<file path="config.mk">
export PLATFORM = sky130hd
export DESIGN_NAME = fcs_gate_sequencer
export DESIGN_NICKNAME = d
export VERILOG_FILES = /design/src/rtl/fcs_pkg.sv /design/src/rtl/fcs_tick_divider.sv /design/src/rtl/fcs_phase_ring.sv /design/src/rtl/fcs_gate_sequencer.sv
export SDC_FILE = /design/constraint.sdc
export NUM_CORES = 1
export LEC_CHECK = 0
export CAP_MARGIN = 15
export CORE_UTILIZATION = 30
export CTS_BUF_LIST = sky130_fd_sc_hd__clkbuf_2 sky130_fd_sc_hd__clkbuf_4 sky130_fd_sc_hd__clkbuf_8
export DETAILED_ROUTE_END_ITERATION = 7
export SYNTH_ARGS = -nofsm -noshare
export SYNTH_HDL_FRONTEND = slang
export SYNTH_SLANG_ARGS = --single-unit
</file>
<file path="constraint.sdc">
create_clock -name clk -period 2.2 [get_ports clk]
set_input_delay 0.22 -clock clk [delete_from_list [all_inputs] [get_ports clk]]
set_output_delay 0.22 -clock clk [all_outputs]
set_load 0.02 [all_outputs]
</file>
<file path="src/rtl/fcs_pkg.sv">
package fcs_pkg;

    typedef enum logic [2:0] {
        PH_COUNT = 3'b001,
        PH_LATCH = 3'b010,
        PH_CLEAR = 3'b100
    } phase_e;

    typedef struct packed {
        logic gate;
        logic latch;
        logic clear;
    } ctrl_t;

    function automatic phase_e next_phase(input phase_e p);
        case (p)
            PH_COUNT: return PH_LATCH;
            PH_LATCH: return PH_CLEAR;
            default:  return PH_COUNT;
        endcase
    endfunction

    function automatic ctrl_t decode_phase(input phase_e p);
        ctrl_t c;
        c.gate  = (p == PH_COUNT);
        c.latch = (p == PH_LATCH);
        c.clear = (p == PH_CLEAR);
        return c;
    endfunction

endpackage

</file>
<file path="src/rtl/fcs_tick_divider.sv">
module fcs_tick_divider #(
    parameter int DIV_RATIO = 10_000_000
) (
    input  logic clk,
    input  logic rst,
    output logic tick
);
    localparam int CNT_W = (DIV_RATIO > 2) ? $clog2(DIV_RATIO) : 1;
    localparam logic [CNT_W-1:0] LAST = CNT_W'(DIV_RATIO - 1);

    logic [CNT_W-1:0] cnt;

    always_ff @(posedge clk) begin
        if (rst)
            cnt <= '0;
        else if (cnt == LAST)
            cnt <= '0;
        else
            cnt <= cnt + 1'b1;
    end

    assign tick = (cnt == LAST);

    // the divide count never leaves its range
    assert_cnt_range_R3: assert property (@(posedge clk) disable iff (rst)
        cnt <= LAST);

    // a fresh period starts after reset
    assert_restart_R7: assert property (@(posedge clk) disable iff (rst)
        $past(rst) |-> (cnt == '0));

    // the tick is followed by a wrapped count
    assert_wrap_R3: assert property (@(posedge clk) disable iff (rst)
        tick |=> (cnt == '0));

endmodule

</file>
<file path="src/rtl/fcs_phase_ring.sv">
module fcs_phase_ring
    import fcs_pkg::*;
(
    input  logic   clk,
    input  logic   rst,
    input  logic   tick,
    output ctrl_t  ctrl
);
    phase_e phase;

    always_ff @(posedge clk) begin
        if (rst)
            phase <= PH_CLEAR;
        else if (tick)
            phase <= next_phase(phase);
    end

    assign ctrl = decode_phase(phase);

    // one phase at a time
    assert_onehot_R2: assert property (@(posedge clk) disable iff (rst)
        $countones(phase) == 1);

    // reset leaves the ring in the clear phase
    assert_reset_clear_R1: assert property (@(posedge clk) disable iff (rst)
        $past(rst) |-> (phase == PH_CLEAR));

    // without a tick the phase holds
    assert_hold_R3: assert property (@(posedge clk) disable iff (rst)
        !tick |=> $stable(phase));

    // fixed order count -> latch -> clear -> count
    assert_cnt_to_lat_R4: assert property (@(posedge clk) disable iff (rst)
        (tick && phase == PH_COUNT) |=> (phase == PH_LATCH));
    assert_lat_to_clr_R4: assert property (@(posedge clk) disable iff (rst)
        (tick && phase == PH_LATCH) |=> (phase == PH_CLEAR));
    assert_clr_to_cnt_R4: assert property (@(posedge clk) disable iff (rst)
        (tick && phase == PH_CLEAR) |=> (phase == PH_COUNT));

endmodule

</file>
<file path="src/rtl/fcs_gate_sequencer.sv">
module fcs_gate_sequencer
    import fcs_pkg::*;
#(
    parameter int DIV_RATIO = 10_000_000
) (
    input  logic clk,
    input  logic rst,
    output logic gate_en,
    output logic latch_upd,
    output logic cnt_clr
);
    localparam int RUN_W = $clog2(DIV_RATIO + 1);
    localparam logic [RUN_W-1:0] RUN_FULL = RUN_W'(DIV_RATIO);

    logic  tick;
    ctrl_t ctrl;

    fcs_tick_divider #(.DIV_RATIO(DIV_RATIO)) u_div (
        .clk  (clk),
        .rst  (rst),
        .tick (tick)
    );

    fcs_phase_ring u_ring (
        .clk  (clk),
        .rst  (rst),
        .tick (tick),
        .ctrl (ctrl)
    );

    assign gate_en   = ctrl.gate;
    assign latch_upd = ctrl.latch;
    assign cnt_clr   = ctrl.clear;

    // checker: length of the current gate window
    logic [RUN_W-1:0] gate_run;
    always_ff @(posedge clk) begin
        if (rst || !gate_en)
            gate_run <= '0;
        else if (gate_run != RUN_FULL)
            gate_run <= gate_run + 1'b1;
    end

    // a gate window closes only after exactly DIV_RATIO cycles
    assert_gate_width_R5: assert property (@(posedge clk) disable iff (rst)
        ($fell(gate_en) && !$past(rst)) |-> (gate_run == RUN_FULL));

    // latch only ever follows a completed gate
    assert_latch_after_gate_R4: assert property (@(posedge clk) disable iff (rst)
        ($rose(latch_upd) && !$past(rst)) |-> $past(gate_en));

endmodule

</file>
==> flow_metrics.env, run 1 <==
export IMPL_timing_fmax_mhz=502.8
export IMPL_layout_drive_gt1_share_pct=8.974
export IMPL_status="finished, final reports clean"
export IMPL_htreeDepth=1
export IMPL_whs_ns=0.4772
export IMPL_cts_made_buffers=3
export IMPL_syn_area_per_cell_sq_um=8.717
export IMPL_synth_flop_cell="dfxtp_1"
export IMPL_hold_viol_final=0
export IMPL_dp_hpwl_um=2010
export IMPL_wirelength_um=2678
export IMPL_cts_root_buf="clkbuf_8"
export IMPL_min_period_ns=1.989
export IMPL_finalClockSkew_ns=0.01059
export IMPL_setup_viol=0
export IMPL_top_usage_layer="met2"
export IMPL_clock_path_buffers=2
export IMPL_synth_seq_cells=27
export IMPL_vias=1115
export IMPL_p_clk_share_pct=35.6
export IMPL_hp_start="u_div.cnt[0]"
export IMPL_ys_seq_area_share_pct=40.79
export IMPL_synthCells=152
export IMPL_synth_top_area_share_pct=40.79
export IMPL_p_switching_w=0.0001770
export IMPL_start_util_pct=32.20
export IMPL_clk_latency_ns=0.27
export IMPL_synth_area_leaders="dfxtp_1 (41%), xnor2_1 (6.6%), nor2_1 (5.1%), nand3_1 (4.9%), nor4_1 (3.8%)"
export IMPL_tightest_slew_ns=0.4496
export IMPL_p_leak_nw=0.4153
export IMPL_worst_ep_required_time_ns=2.41
export IMPL_cp_max_fo=10
export IMPL_yosysMostFrequentCell="dfxtp_1"
export IMPL_dieArea_sq_um=4687
export IMPL_pwr_share_comb_pct=2.7
export IMPL_worstPathArrival_ns=2.20
export IMPL_coreArea_sq_um=4115
export IMPL_area_growth_pct=9.631
export IMPL_ys_warnings_count=0
export IMPL_reg2reg_to="u_ring.phase[0]"
export IMPL_sw_frac_of_total_pct=21.92
export IMPL_r2r_cells=5
export IMPL_synth_cell_types=33
export IMPL_netlist_top_cells_count="dfxtp_1 (27), nor2_1 (18), nand3_1 (13), xnor2_1 (10)"
export IMPL_tns_ns=0
export IMPL_worstSetupEndpointType="register"
export IMPL_yosys_area_top_type="dfxtp_1"
export IMPL_pwr_share_seq_pct=61.6
export IMPL_first_pass_iters=4
export IMPL_grt_pass1_vias=1012
export IMPL_r2r_slack_ns=0.21
export IMPL_viasPerCell=5.413
export IMPL_grt_pass1_wl_um=4498
export IMPL_rsz0062_at_grt="no"
export IMPL_use_met2_pct=22.06
export IMPL_cts_hold_buf=0
export IMPL_gr_total_overflow=0
export IMPL_cts_tree="yes"
export IMPL_cap_violations=0
export IMPL_worstSetupPathType="register to register"
export IMPL_hp_class="register to register"
export IMPL_synthesis_nets=155
export IMPL_cts_num_sinks=27
export IMPL_final_antenna_net_count=0
export IMPL_final_max_slew_viol_count=0
export IMPL_syn_cell_area_sq_um=1325
export IMPL_first_iter_violations=94
export IMPL_async_flop_share_pct=0
export IMPL_diodes=0
export IMPL_routabilityCongestion=0.9233
export IMPL_grt_max_degree=17
export IMPL_drcViolationCount=0
export IMPL_post_cts_buffers=0
export IMPL_portBuffers=4
export IMPL_min_to="u_div.cnt[0]"
export IMPL_synth_edf_count=0
export IMPL_wire_per_inst_um=13.00
export IMPL_grtUsageMet3_pct=2.000
export IMPL_grt_use_met1_pct=15.90
export IMPL_power_internal_w=0.0006303
export IMPL_postPlaceCellArea_sq_um=1404
export IMPL_grt_use_total_pct=12.71
export IMPL_whs_path_depth=1
export IMPL_die_x_um=68.46
export IMPL_die_y_um=68.46
export IMPL_slew_headroom_pct=69.75
export IMPL_ctsResizeCount=0
export IMPL_antenna_found_initial=0
export IMPL_r2r_start="u_div.cnt[0]"
export IMPL_fin_nets=160
export IMPL_fin_crit_sh_pct=90.40
export IMPL_fin_area_sq_um=1453
export IMPL_io_pins=5
export IMPL_power_density_nw_per_um2=555.8
export IMPL_path_clk_slew_ns=0.10
export IMPL_ir_worst_vdd_v=0.0002734
export IMPL_rows=23
export IMPL_critPathLaunchType="register"
## layer usage
metal | up-vias | wire (um)
li1 | 569 | -
met1 | 524 | 1303
met2 | 18 | 1266
met3 | 4 | 72
met4 | 0 | 35
met5 | - | 0
## placed cells by master, fill, tap and decap left out
cell and count:
nand3_2 1, clkdlybuf4s50_1 4, o31ai_1 4, xor2_1 4
nand2_1 5, mux2i_1 1, o21ai_2 1, clkbuf_8 3
nand4_1 7, xnor2_1 10, nor4_1 8, and2_2 1
nand4_2 1, and4_1 2, or2_2 2, nor4b_1 2
nand3_1 13, and3_1 2, nor3b_1 3, nand3_4 1
nor2_1 18, inv_1 4, dfxtp_1 27, or3_1 3
or4_1 5, ha_1 1, nor3_1 3, buf_4 3
o21ai_0 4, clkinvlp_4 1, o211ai_1 2, a21oi_1 8
o41ai_1 2
## kinds of logic (layout without fill, tap and decap cells)
family / count (synthesis) / in the layout / synth area share [%]
mux: 1 / 1 / 0.7555
flops: 27 / 27 / 40.79
fa+ha+maj: 1 / 1 / 0.9441
xor+xnor: 14 / 14 / 9.253
buf+inv: 11 / 15 / 4.626
compound gates: 21 / 21 / 9.915
simple gates: 77 / 77 / 33.71
## power groups by stage
stage	Sequential (W)	Clock, W	Combinational (W)
6_report	0.000498	0.000288	0.0000220
4_1_cts	0.000498	0.000294	0.0000223
5_1_grt	0.000498	0.000314	0.0000270
2_1_floorplan	0.000508	0	0.0000140
3_3_place_gp	0.000508	0	0.0000215
3_5_place_dp	0.000509	0	0.0000221
## layout make-up
type / instances / area (sq um)
Clock inverter: 1 / 7.507
Timing Repair Buffer: 7 / 62.56
Tap cell: 50 / 62.56
Inverter: 4 / 15.01
Clock buffer: 3 / 41.29
Multi-Input combinational cell: 114 / 723.2
Sequential cell: 27 / 540.5
Fill cell: 429 / 2663
## flip-flops by register name (all words and copies together), names as in the netlist
signal / count
u_div.cnt: 24
u_ring.phase: 3
## stage by stage
step                setup slack, ns  util, %  instances  total power [W]
floorplan                    0.3959        -        152        0.0005220
global placement             0.2862    34.11        202        0.0005299
detailed placement           0.2364    34.11        202        0.0005310
CTS                          0.2065    35.30        206        0.0008134
global route                0.07127    35.30        206        0.0008396
finish                       0.2112    35.30        206        0.0008073
## worst max-delay path by stage
stage                      start         endpoint  slack (ns)  depth (start not counted)
CTS                 u_div.cnt[0]  u_ring.phase[0]        0.21                          5
floorplan           u_div.cnt[0]     u_div.cnt[4]        0.40                          7
detailed placement  u_div.cnt[0]  u_ring.phase[0]        0.24                          5
global placement    u_div.cnt[0]  u_ring.phase[0]        0.29                          5
global route        u_div.cnt[0]  u_ring.phase[0]        0.07                          5
finish              u_div.cnt[0]  u_ring.phase[0]        0.21                          5
## worst max-delay path: stages (launching register included)
cell and delay [ns]:
dfxtp_1 0.39, ha_1 0.21, nand3_1 0.17, or3_1 0.49, or4_1 0.51, a21oi_1 0.15
Note: power is estimated with default switching activity, not from simulation.
==> run 2: changes to the inputs <==
- SLEW_MARGIN: unset -> 20
==> results of run 2 <==
Final layout, timing and power as in run 1 (identical DEF).
